## src/rtl/vreq_pkg.sv

```systemverilog
package vreq_pkg;

    localparam logic [7:0] REQ_TYPE_WR  = 8'h40;
    localparam logic [7:0] REQ_TYPE_RD  = 8'hC0;
    localparam logic [7:0] CODE_DIV_WR  = 8'd5;
    localparam logic [7:0] CODE_LINE_WR = 8'd7;
    localparam logic [7:0] CODE_LINE_RD = 8'd6;
    localparam logic [7:0] CODE_MDM_WR  = 8'd10;
    localparam logic [7:0] CODE_STAT_RD = 8'd2;

    typedef enum logic [1:0] {
        ST_IDLE,
        ST_WDATA,
        ST_RDATA
    } phase_e;

    typedef enum logic [1:0] {
        TG_DIV,
        TG_LINE,
        TG_MDM
    } target_e;

endpackage

```

## src/rtl/vreq_ctrl.sv

```systemverilog
module vreq_ctrl
    import vreq_pkg::*;
#(
    parameter int DIV_W    = 32,
    parameter int LEN_W    = 16,
    parameter logic [7:0] MCR_INIT = 8'h08
) (
    input  logic             clk,
    input  logic             rst_n,
    input  logic             setup_valid,
    input  logic [7:0]       setup_type,
    input  logic [7:0]       setup_code,
    input  logic [LEN_W-1:0] setup_len,
    input  logic             wr_valid,
    input  logic [7:0]       wr_data,
    output logic             wr_ready,
    output logic             rd_valid,
    output logic [7:0]       rd_data,
    input  logic             rd_ready,
    input  logic [7:0]       msr_in,
    output logic             stall,
    output logic [DIV_W-1:0] divisor,
    output logic [7:0]       lcr,
    output logic [7:0]       mcr
);

    localparam int NB = DIV_W / 8;
    localparam int CW = (NB > 1) ? $clog2(NB) : 1;

    typedef struct packed {
        phase_e           phase;
        target_e          tgt;
        logic [CW-1:0]    cnt;
        logic [DIV_W-1:0] asm_buf;
        logic [7:0]       hold;
        logic             stall;
        logic [DIV_W-1:0] div;
        logic [7:0]       lcr;
        logic [7:0]       mcr;
    } ctrl_s;

    ctrl_s st_d, st_q;
    logic [DIV_W-1:0] merged;
    logic is_wr, is_rd, len_one;

    always_comb begin
        st_d    = st_q;
        st_d.stall = 1'b0;
        merged  = st_q.asm_buf;
        merged[{st_q.cnt, 3'b000} +: 8] = wr_data;
        is_wr   = (setup_type == REQ_TYPE_WR);
        is_rd   = (setup_type == REQ_TYPE_RD);
        len_one = (setup_len == LEN_W'(1));
        unique case (st_q.phase)
            ST_IDLE: begin
                if (setup_valid) begin
                    st_d.cnt = '0;
                    if (is_wr && setup_code == CODE_DIV_WR && setup_len == LEN_W'(NB)) begin
                        st_d.phase = ST_WDATA;
                        st_d.tgt   = TG_DIV;
                    end else if (is_wr && setup_code == CODE_LINE_WR && len_one) begin
                        st_d.phase = ST_WDATA;
                        st_d.tgt   = TG_LINE;
                    end else if (is_wr && setup_code == CODE_MDM_WR && len_one) begin
                        st_d.phase = ST_WDATA;
                        st_d.tgt   = TG_MDM;
                    end else if (is_rd && setup_code == CODE_LINE_RD && len_one) begin
                        st_d.phase = ST_RDATA;
                        st_d.hold  = st_q.lcr;
                    end else if (is_rd && setup_code == CODE_STAT_RD && len_one) begin
                        st_d.phase = ST_RDATA;
                        st_d.hold  = msr_in;
                    end else begin
                        st_d.stall = 1'b1;
                    end
                end
            end
            ST_WDATA: begin
                if (wr_valid) begin
                    unique case (st_q.tgt)
                        TG_DIV: begin
                            st_d.asm_buf = merged;
                            if (st_q.cnt == CW'(NB - 1)) begin
                                st_d.div   = merged;
                                st_d.phase = ST_IDLE;
                            end else begin
                                st_d.cnt = st_q.cnt + 1'b1;
                            end
                        end
                        TG_LINE: begin
                            st_d.lcr   = wr_data;
                            st_d.phase = ST_IDLE;
                        end
                        default: begin
                            st_d.mcr   = wr_data;
                            st_d.phase = ST_IDLE;
                        end
                    endcase
                end
            end
            default: begin
                if (rd_ready) st_d.phase = ST_IDLE;
            end
        endcase
    end

    always_ff @(posedge clk) begin
        if (!rst_n) begin
            st_q       <= '0;
            st_q.phase <= ST_IDLE;
            st_q.tgt   <= TG_DIV;
            st_q.mcr   <= MCR_INIT;
        end else begin
            st_q <= st_d;
        end
    end

    assign wr_ready = (st_q.phase == ST_WDATA);
    assign rd_valid = (st_q.phase == ST_RDATA);
    assign rd_data  = st_q.hold;
    assign stall    = st_q.stall;
    assign divisor  = st_q.div;
    assign lcr      = st_q.lcr;
    assign mcr      = st_q.mcr;

endmodule

```

## src/rtl/vreq_report.sv

```systemverilog
module vreq_report #(
    parameter logic [7:0] MSR_WATCH = 8'h0F,
    parameter logic [7:0] LSR_WATCH = 8'h9E
) (
    input  logic       clk,
    input  logic       rst_n,
    input  logic [7:0] msr_in,
    input  logic [7:0] lsr_in,
    output logic       rpt_valid,
    output logic [7:0] rpt_data,
    output logic       rpt_last,
    input  logic       rpt_ready
);

    typedef struct packed {
        logic [7:0] seen_m;
        logic [7:0] seen_l;
        logic [7:0] msr;
        logic [7:0] lsr;
        logic       pend;
        logic       second;
    } rpt_s;

    rpt_s rs_d, rs_q;
    logic moved;

    always_comb begin
        rs_d        = rs_q;
        rs_d.seen_m = msr_in & MSR_WATCH;
        rs_d.seen_l = lsr_in & LSR_WATCH;
        moved = ((msr_in & MSR_WATCH) != rs_q.seen_m) ||
                ((lsr_in & LSR_WATCH) != rs_q.seen_l);
        if (moved) begin
            rs_d.pend   = 1'b1;
            rs_d.second = 1'b0;
            rs_d.msr    = msr_in;
            rs_d.lsr    = lsr_in;
        end else if (rs_q.pend && rpt_ready) begin
            if (!rs_q.second) begin
                rs_d.second = 1'b1;
            end else begin
                rs_d.pend   = 1'b0;
                rs_d.second = 1'b0;
            end
        end
    end

    always_ff @(posedge clk) begin
        if (!rst_n) rs_q <= '0;
        else        rs_q <= rs_d;
    end

    assign rpt_valid = rs_q.pend;
    assign rpt_data  = rs_q.second ? rs_q.lsr : rs_q.msr;
    assign rpt_last  = rs_q.pend && rs_q.second;

endmodule

```

## src/rtl/vreq_uart_bridge.sv

```systemverilog
module vreq_uart_bridge #(
    parameter int DIV_W = 32,
    parameter int LEN_W = 16
) (
    input  logic             clk,
    input  logic             rst_n,
    input  logic             setup_valid,
    input  logic [7:0]       setup_type,
    input  logic [7:0]       setup_code,
    input  logic [LEN_W-1:0] setup_len,
    input  logic             wr_valid,
    input  logic [7:0]       wr_data,
    output logic             wr_ready,
    output logic             rd_valid,
    output logic [7:0]       rd_data,
    input  logic             rd_ready,
    input  logic [7:0]       msr_in,
    input  logic [7:0]       lsr_in,
    output logic             stall,
    output logic [DIV_W-1:0] divisor,
    output logic [7:0]       lcr,
    output logic [7:0]       mcr,
    output logic             rpt_valid,
    output logic [7:0]       rpt_data,
    output logic             rpt_last,
    input  logic             rpt_ready
);

    vreq_ctrl #(.DIV_W(DIV_W), .LEN_W(LEN_W), .MCR_INIT(8'h08)) u_ctrl (
        .clk(clk), .rst_n(rst_n),
        .setup_valid(setup_valid), .setup_type(setup_type),
        .setup_code(setup_code), .setup_len(setup_len),
        .wr_valid(wr_valid), .wr_data(wr_data), .wr_ready(wr_ready),
        .rd_valid(rd_valid), .rd_data(rd_data), .rd_ready(rd_ready),
        .msr_in(msr_in), .stall(stall),
        .divisor(divisor), .lcr(lcr), .mcr(mcr)
    );

    vreq_report #(.MSR_WATCH(8'h0F), .LSR_WATCH(8'h9E)) u_report (
        .clk(clk), .rst_n(rst_n),
        .msr_in(msr_in), .lsr_in(lsr_in),
        .rpt_valid(rpt_valid), .rpt_data(rpt_data),
        .rpt_last(rpt_last), .rpt_ready(rpt_ready)
    );

endmodule

```

## config.mk

```make
export PLATFORM = sky130hd
export DESIGN_NAME = vreq_uart_bridge
export DESIGN_NICKNAME = d
export VERILOG_FILES = /design/src/rtl/vreq_pkg.sv /design/src/rtl/vreq_ctrl.sv /design/src/rtl/vreq_report.sv /design/src/rtl/vreq_uart_bridge.sv
export SDC_FILE = /design/constraint.sdc
export NUM_CORES = 1
export LEC_CHECK = 0
export BUFFER_PORTS_ARGS = -buffer_cell sky130_fd_sc_hd__buf_4
export CAP_MARGIN = 40
export CELL_PAD_IN_SITES_DETAIL_PLACEMENT = 1
export CELL_PAD_IN_SITES_GLOBAL_PLACEMENT = 1
export CORE_UTILIZATION = 43
export CTS_CLUSTER_DIAMETER = 200
export DETAILED_ROUTE_END_ITERATION = 10
export HOLD_SLACK_MARGIN = 0.12
export PLACE_DENSITY_LB_ADDON = 0.1
export SYNTH_ARGS = -nofsm -noshare
export SYNTH_HDL_FRONTEND = slang
export SYNTH_SLANG_ARGS = --single-unit
```

## constraint.sdc

```tcl
create_clock -name clk -period 4.7 [get_ports clk]
set_input_delay 0.94 -clock clk [delete_from_list [all_inputs] [get_ports clk]]
set_output_delay 0.94 -clock clk [all_outputs]
set_load 0.05 [all_outputs]
```

==> results of run 1 <==
## flip-flops by register name, summed over array words and instances (netlist names)
signal              cells
u_ctrl.st_q            38
u_ctrl.lcr              8
u_ctrl.rd_data          8
u_ctrl.mcr              8
u_report.rs_q          26
u_ctrl.stall            1
u_report.rpt_valid      1
u_ctrl.divisor         32
## cells by family (layout without fill, tap and decap cells)
kind of cell,count (synthesis),in the layout,share of synthesized area (%)
and+or+nand+nor,209,209,19.7
AOI/OAI and AO/OA,124,124,15.5
DFF,122,122,43.7
buffers and inverters,95,176,10.4
muxes,42,42,7.71
xor gates and xnor gates,10,10,1.57
adders and majority gates,6,6,1.34
## worst min-delay path by stage
stage                                     startpoint                         end  slack [ps]  depth (start not counted)
after floorplan           u_ctrl.mcr[0]$_SDFFE_PN0P_  u_ctrl.mcr[0]$_SDFFE_PN0P_         440                          2
after global placement    u_ctrl.mcr[6]$_SDFFE_PN0P_  u_ctrl.mcr[6]$_SDFFE_PN0P_         450                          2
after detailed placement  u_ctrl.mcr[7]$_SDFFE_PN0P_  u_ctrl.mcr[7]$_SDFFE_PN0P_         460                          2
after CTS                 u_ctrl.mcr[4]$_SDFFE_PN0P_  u_ctrl.mcr[4]$_SDFFE_PN0P_         470                          2
after global routing      u_ctrl.mcr[1]$_SDFFE_PN0P_  u_ctrl.mcr[1]$_SDFFE_PN0P_         490                          2
final                     u_ctrl.mcr[1]$_SDFFE_PN0P_  u_ctrl.mcr[1]$_SDFFE_PN0P_         470                          2
## per-layer routing
metal | track usage, % | part of all wire (%) | vias up
met4 | 7.09 | 1.1 | 0
li1 | - | - | 2198
met5 | 0 | 0 | -
met1 | 27.8 | 46 | 2142
met3 | 5.65 | 4.2 | 14
met2 | 37.3 | 49 | 100
## critical path: cells and delay by family, from the launching register on
kind	cells	cell delay [ps]
buffers and inverters	1	190
DFF	1	650
muxes	1	410
## synth_stat cells
cell type	n
and3b_1	1
nand4_1	4
a211oi_1	65
a21o_1	1
nor2b_1	30
o31ai_1	1
nor4bb_1	1
a211oi_2	8
inv_1	6
and3_1	2
and4_1	1
or3_1	2
nand3b_1	3
nor2_1	103
ha_1	6
buf_4	56
buf_1	5
nor3b_1	3
buf_2	7
nor4b_2	2
and2_1	11
xnor2_1	2
o211ai_1	1
a21oi_1	39
nor3_4	1
nor4_2	1
nor3_1	7
xor2_1	8
or2_2	1
clkbuf_1	19
nand2_1	24
inv_2	1
dfxtp_1	122
nand3_1	4
nand4_4	1
buf_6	1
nor4_4	4
mux2_2	8
a22oi_1	5
nor4_1	3
mux2i_1	34
o21ai_0	4
## through the flow
stage / hold WS, ps / setup WS (ps) / cell area (µm²)
after floorplan: 437 / 2340 / 5580
after CTS: 474 / 2060 / 6860
after global routing: 489 / 1900 / 6860
after global placement: 451 / 1840 / 6270
final: 468 / 2090 / 6860
after detailed placement: 456 / 1960 / 6310
## area by class of cell
cell class                      count  share of cell area (%)
Tap cell                          172                    3.14
Clock inverter                      8                    1.02
Sequential cell                   122                    35.6
Inverter                            7                   0.401
Multi-Input combinational cell    391                    37.4
Timing Repair Buffer              139                    15.4
Clock buffer                       22                    7.06
## where the power goes
| group | switching, µW | internal (µW) | total [µW] |
|---|---|---|---|
| logic | 82.8 | 60.5 | 143 |
| clock network | 443 | 771 | 1210 |
| registers | 6.09 | 1050 | 1050 |
==> summary.md, run 1 <==
| Metric | Value |
|---|---|
| Status | `finished clean` |
| IR drop worst, VDD | `0.249 mV` |
| H-tree depth | `4` |
| Total gr overflow | `0` |
| Core Util, Final | `54.4%` |
| Worst setup SP type | `flop` |
| Maximum capacitance violations | `0` |
| Commonest non-fill, non-tap cells in the layout | `136 x buf_4, 122 x dfxtp_1, 103 x nor2_1` |
| R2R cell count | `6` |
| Worst-path maximum fanout | `11` |
| Area contributors post-synth | `dfxtp_1 44%, a211oi_1 8.7%, buf_4 7.5%, nor2_1 6.9%, mux2i_1 6.1%` |
| Initial antenna violation count | `0` |
| Synth Register Bits | `122` |
| Detailed placement HPWL | `about 10,000 µm` |
| Crit path time final | `about 2600 ps` |
| Post-Syn Instances | `608` |
| Placeable Area | `12,600 µm²` |
| Crit path launch | `u_report.rs_q[0]$_SDFFE_PP0P_` |
| Share of layout cells above drive strength 1 | `28.6%` |
| Cell taking the most area after synthesis | `dfxtp_1` |
| Die Wd | `approximately 120 µm` |
| Synth unique cells | `42` |
| TritonCTS Buffers | `17` |
| Initial core utilization | `44.2%` |
| Fin nets | `746` |
| Post-Syn Area | `around 5600 µm²` |
| Routed vias/inst | `5.17` |
| Hold Crit Class | `flop to flop` |
| Register area | `2440 µm²` |
| Share of the synthesized area in the top cell type | `a little over two fifths` |
| Slowest stage delay, CP | `between 600 and 700 ps` |
| Kind of critical path | `flop to output port` |
| RSZ-0062 raised after global routing | `false` |
| CTS clk-pin slew, worst paths | `around 50 ps` |
| Largest net degree at the start of global routing | `67` |
| Ant. Diodes | `0` |
| Crit path max-delay cell type | `dfxtp_1` |
| Vias in the first global route | `between 4k and 5k` |
| Average size of a mapped cell | `9.18 µm²` |
| Number of setup violations in the final report | `0` |
| First-pass GRT wire length | `22,600 µm` |
| Wire length per cell | `16.6 µm` |
| Port Buffers | `130` |
| RR Startpoint | `u_ctrl.st_q[89]$_SDFFE_PN0P_` |
| TNS Setup | `0 ps` |
| Total power after layout | `2410 µW` |
| Slew headroom | `43.2%` |
| Commonest non-fill, non-tap cell in the layout | `buf_4` |
| Sequential fraction of the synthesis area | `43.7%` |
| Mapped Nets | `just under 700` |
| Routed WL | `14,300 µm` |
| Fmax | `0.383 GHz` |
| Final hold vios | `0` |
| Fin cells | `861` |
| Crit path capture | `rpt_data[3]` |
| Setup crit end kind | `output port` |
| Yosys warning count | `0` |
| Clk root buf | `clkbuf_16` |
| Routability-driven placement congestion ratio | `0.752` |
| Residual DRC | `0` |
| Leak pwr | `0.00273 µW` |
| DR pass1 iterations | `4` |
| # IOs | `131` |
| Die Y-Extent | `about 120 µm` |
| Sink Count | `approximately 120` |
| Setup Skew | `about 6.2 ps` |
| Area Overhead vs Synth | `22.9%` |
| Pwr Density | `about 350 nW/µm²` |
| Fillcell total | `1,481` |
| Via count | `about 4.5k` |
| Die ar. | `13,400 µm²` |
| Tcrit/Tclk final | `55.6%` |
| Max Root-Sink Buffers | `2` |
| CTS tree | `built` |
| Routed Antenna Nets | `0` |
| Worst-Margin Slew | `846 ps` |
| Area of the multi-input gates | `between 2000 and 3000 µm²` |
| DRT iter0 DRCs | `approximately 210` |
| CP Cell Sequence | `mux2_2, buf_4` |
| Postcts setup bufs | `0` |
| Placed Instances | `831` |
| Cell row count | `approximately 40` |
| Post-CTS Hold Buffers | `0` |
| CP required | `about 3800 ps` |
| Reg2Reg Capture Point | `u_ctrl.divisor[8]$_SDFFE_PN0P_` |
| Worst-skew pair later-pin latency | `approximately 410 ps` |
| Critical path arrival | `1670 ps` |
| Post-cts gate resize count | `0` |
| Reg2reg setup slack | `2180 ps` |
| Slew Viols, Final | `0` |
| Total Routing Usage GR | `roughly 22%` |
Power figures use the tool's default switching activity.
==> run 2, diff against run 1 <==
--- a/config.mk
+++ b/config.mk
@@ -5,11 +5,12 @@
 export SDC_FILE = /design/constraint.sdc
 export NUM_CORES = 1
 export LEC_CHECK = 0
+export ABC_AREA = 1
 export BUFFER_PORTS_ARGS = -buffer_cell sky130_fd_sc_hd__buf_4
 export CAP_MARGIN = 40
 export CELL_PAD_IN_SITES_DETAIL_PLACEMENT = 1
 export CELL_PAD_IN_SITES_GLOBAL_PLACEMENT = 1
-export CORE_UTILIZATION = 43
+export CORE_UTILIZATION = 39
 export CTS_CLUSTER_DIAMETER = 200
 export DETAILED_ROUTE_END_ITERATION = 10
 export HOLD_SLACK_MARGIN = 0.12
==> constraint.sdc (replaced) <==
create_clock -name clk -period 2.5 [get_ports clk]
set_input_delay 0.5 -clock clk [delete_from_list [all_inputs] [get_ports clk]]
set_output_delay 0.5 -clock clk [all_outputs]
set_load 0.05 [all_outputs]
==> run 2 against run 1 <==
Effect of this change: synthesized cell count grew 37%; clock skew grew 5.3 ps; via count grew 24%; sequential share of layout area shrank 2.7 points.
==> summary.md, run 2 <==
| Metric | Value |
|---|---|
| Routed WL | `17,100 µm (was 14,300 µm)` |
| DR pass1 iterations | `4 (unchanged)` |
| Worst setup SP type | `flop (unchanged)` |
| Yosys warning count | `0 (unchanged)` |
| Crit path buffers/inverters | `2 (was 1)` |
| Placeable Area | `15,300 µm² (was 12,600 µm²)` |
| Via count | `5,529 (was 4,454)` |
| Final hold vios | `0 (unchanged)` |
| Leak pwr | `0.00318 µW (was 0.00273 µW)` |
| Residual DRC | `0 (unchanged)` |
| Largest Register | `u_ctrl.st_q (unchanged)` |
| Area contributors post-synth | `dfxtp_1 40%, nor2_1 9.4%, buf_4 7.7%, nand2_1 7.7%, o21ai_0 6.6% (was dfxtp_1 44%, a211oi_1 8.7%, buf_4 7.5%, nor2_1 6.9%, mux2i_1 6.1%)` |
| Port Buffers | `130 (unchanged)` |
| Hold Crit Class | `input port to flop (was flop to flop)` |
| Max reg flops | `38 (unchanged)` |
| Sink Count | `122 (unchanged)` |
| Total power after layout | `4820 µW (was 2410 µW)` |
| Ys flop type | `dfxtp_1 (unchanged)` |
| Wire length per cell | `15.2 µm (was 16.6 µm)` |
| Worst-skew pair later-pin latency | `420 ps (was 410 ps)` |
| Slowest stage delay, CP | `590 ps (was 650 ps)` |
| Most frequent cell after synthesis | `nor2_1 (was dfxtp_1)` |
| Hold_sp | `msr_in[2] (was u_ctrl.mcr[1]$_SDFFE_PN0P_)` |
| Routed vias/inst | `4.92 (was 5.17)` |
| Synth Register Bits | `122 (unchanged)` |
| Setup Skew | `11.5 ps (was 6.21 ps)` |
| Synth unique cells | `35 (was 42)` |
| RSZ-0062 raised after global routing | `false (unchanged)` |
| Routed Antenna Nets | `0 (unchanged)` |
| CTS tree | `built (unchanged)` |
| Placed Instances | `1,092 (was 831)` |
| Die Wd | `127 µm (was 116 µm)` |
| Fillcell total | `1,914 (was 1,481)` |
| IR drop worst, VDD | `0.488 mV (was 0.249 mV)` |
| Crit path max-delay cell type | `dfxtp_1 (unchanged)` |
| Mapped Nets | `901 (was 676)` |
| Delay-heaviest family, CP | `buffers and inverters (was flip-flops)` |
| # IOs | `131 (unchanged)` |
| Register area | `2440 µm² (unchanged)` |
| Tcrit/Tclk final | `93.0%` |
| Post-Syn Instances | `833 (was 608)` |
| R2R cell count | `7 (was 6)` |
| Slew headroom | `60.7% (was 43.2%)` |
| Commonest non-fill, non-tap cell in the layout | `nor2_1 (was buf_4)` |
| TNS Setup | `0 ps (unchanged)` |
| Area Overhead vs Synth | `21.2% (was 22.9%)` |
| Worst-Margin Slew | `587 ps (was 846 ps)` |
| Hold Worst Slack | `287 ps (was 468 ps)` |
| Detailed placement HPWL | `12,300 µm (was 10,000 µm)` |
| Die ar. | `16,200 µm² (was 13,400 µm²)` |
| Routability-driven placement congestion ratio | `0.834 (was 0.752)` |
| Share of layout cells above drive strength 1 | `24.9% (was 28.6%)` |
| Fin nets | `968 (was 746)` |
| First-pass GRT wire length | `27,800 µm (was 22,600 µm)` |
| Post-cts gate resize count | `0 (unchanged)` |
| Reg2reg setup slack | `500 ps (was 2180 ps)` |
| Kind of critical path | `flop to output port (unchanged)` |
| H-tree depth | `4 (unchanged)` |
| Vias in the first global route | `5,553 (was 4,497)` |
| EDFF count, synth | `0 (unchanged)` |
| Postcts setup bufs | `0 (unchanged)` |
| Fmax | `around 0.43 GHz` |
| Ys async rst share | `0% (unchanged)` |
| Commonest non-fill, non-tap cells in the layout | `154 x nor2_1, 138 x buf_4, 125 x nand2_1 (was 136 x buf_4, 122 x dfxtp_1, 103 x nor2_1)` |
| Pwr Density | `649 nW/µm² (was 351 nW/µm²)` |
| Cell taking the most area after synthesis | `dfxtp_1 (unchanged)` |
| Most used cell, CP | `nand2_1` |
| Cell row count | `45 (was 41)` |
| Core Util, Final | `48.7% (was 54.4%)` |
| CP Cell Sequence | `clkinv_1, nand2_1, nand2_1, buf_4 (was mux2_2, buf_4)` |
| Max Root-Sink Buffers | `2 (unchanged)` |
| Share of the synthesized area in the top cell type | `39.9% (was 43.7%)` |
| Area of the multi-input gates | `2740 µm² (was 2560 µm²)` |
| Average size of a mapped cell | `7.36 µm² (was 9.18 µm²)` |
| Ant. Diodes | `0 (unchanged)` |
| Total Routing Usage GR | `21.8% (was 22.2%)` |
| Total gr overflow | `0 (unchanged)` |
| Worst-path maximum fanout | `11 (unchanged)` |
| Clk root buf | `clkbuf_16 (unchanged)` |
| CP required | `2000 ps (was 3760 ps)` |
| RR Startpoint | `u_ctrl.st_q[90]$_SDFFE_PN0P_ (was u_ctrl.st_q[89]$_SDFFE_PN0P_)` |
| Setup crit end kind | `output port (unchanged)` |
| Initial core utilization | `40.2% (was 44.2%)` |
| Commonest cells post-synth | `154 x nor2_1, 125 x nand2_1, 122 x dfxtp_1 (was 122 x dfxtp_1, 103 x nor2_1, 65 x a211oi_1)` |
| Hold depth | `3 (was 2)` |
| Largest net degree at the start of global routing | `67 (unchanged)` |
| Slew Viols, Final | `0 (unchanged)` |
| Hold Crit Endpoint | `u_report.rs_q[28]$_SDFF_PN0_ (was u_ctrl.mcr[1]$_SDFFE_PN0P_)` |
| Status | `finished clean (unchanged)` |
| Number of setup violations in the final report | `0 (unchanged)` |
| Reg2Reg Capture Point | `u_ctrl.st_q[84]$_SDFFE_PN0P_ (was u_ctrl.divisor[8]$_SDFFE_PN0P_)` |
| Die Y-Extent | `127 µm (was 116 µm)` |
| Critical path arrival | `1830 ps (was 1670 ps)` |
| DRT iter0 DRCs | `316 (was 207)` |
| Post-Syn Area | `6130 µm² (was 5580 µm²)` |
| Sequential fraction of the synthesis area | `39.9% (was 43.7%)` |
| CTS clk-pin slew, worst paths | `60 ps (was 50 ps)` |
| Maximum capacitance violations | `0 (unchanged)` |
| Initial antenna violation count | `0 (unchanged)` |
| Crit path time final | `2330 ps` |
| Fin cells | `1,123 (was 861)` |
| TritonCTS Buffers | `17 (unchanged)` |
| Post-CTS Hold Buffers | `0 (unchanged)` |
-- run 2: power by group --
part | leakage, µW | switching, µW | internal, µW
combinational | 0.00190 | 232 | 139
clock | 0.000289 | 870 | 1590
sequential | 0.000990 | 13.7 | 1970
total | 0.00318 | 1120 | 3700
-- run 2: how the worst max path moves through the flow --
stage                                  startpoint                             end  slack [ps]  cells after the start
finish              u_report.rs_q[0]$_SDFFE_PP0P_                     rpt_data[7]         170                      4
CTS                 u_report.rs_q[0]$_SDFFE_PP0P_                     rpt_data[7]         170                      4
detailed placement                      msr_in[2]   u_report.rs_q[6]$_SDFFE_PN0P_         440                      9
floorplan            u_ctrl.st_q[89]$_SDFFE_PN0P_  u_ctrl.divisor[2]$_SDFFE_PN0P_         680                      8
global route        u_report.rs_q[0]$_SDFFE_PP0P_                     rpt_data[3]          50                      4
global placement                        msr_in[2]   u_report.rs_q[6]$_SDFFE_PN0P_         530                      9
-- run 2: cell families after synthesis --
| group | after synthesis | synth area share, % |
|---|---|---|
| AO/OA/AOI/OAI | 187 | 19.3 |
| XOR/XNOR | 6 | 0.858 |
| buffers and inverters | 178 | 15.4 |
| AND/OR/NAND/NOR | 334 | 23.4 |
| flip-flops | 122 | 39.9 |
| adder cells (fa/ha/maj) | 6 | 1.23 |
-- run 2: tightest hold or removal path, cell delays in order --
cell and delay [ps]:
buf_4 90, nand2_1 40, inv_1 40
-- run 2: metrics by stage --
step	worst slack (ps)	area [µm²]
2_1_floorplan	676	6130
3_3_place_gp	527	6840
3_5_place_dp	437	6840
4_1_cts	173	7430
5_1_grt	52.7	7430
6_report	175	7430
-- run 2: per-layer routing --
metal	GRT usage (%)	routed length, µm	vias up
met5	0	0	-
met4	6.09	152	0
met3	4.90	746	14
met2	37.9	8510	107
met1	26.9	7660	2633
li1	-	-	2775
-- run 2: area by class of cell --
cell class / instances / share of cell area [%]
multi-input cells: 533 / 36.9
clock buffers: 25 / 6.80
well taps: 211 / 3.55
flip-flops and latches: 122 / 32.9
inverters: 87 / 4.45
clock inverters: 6 / 1.16
repair buffers: 139 / 14.2
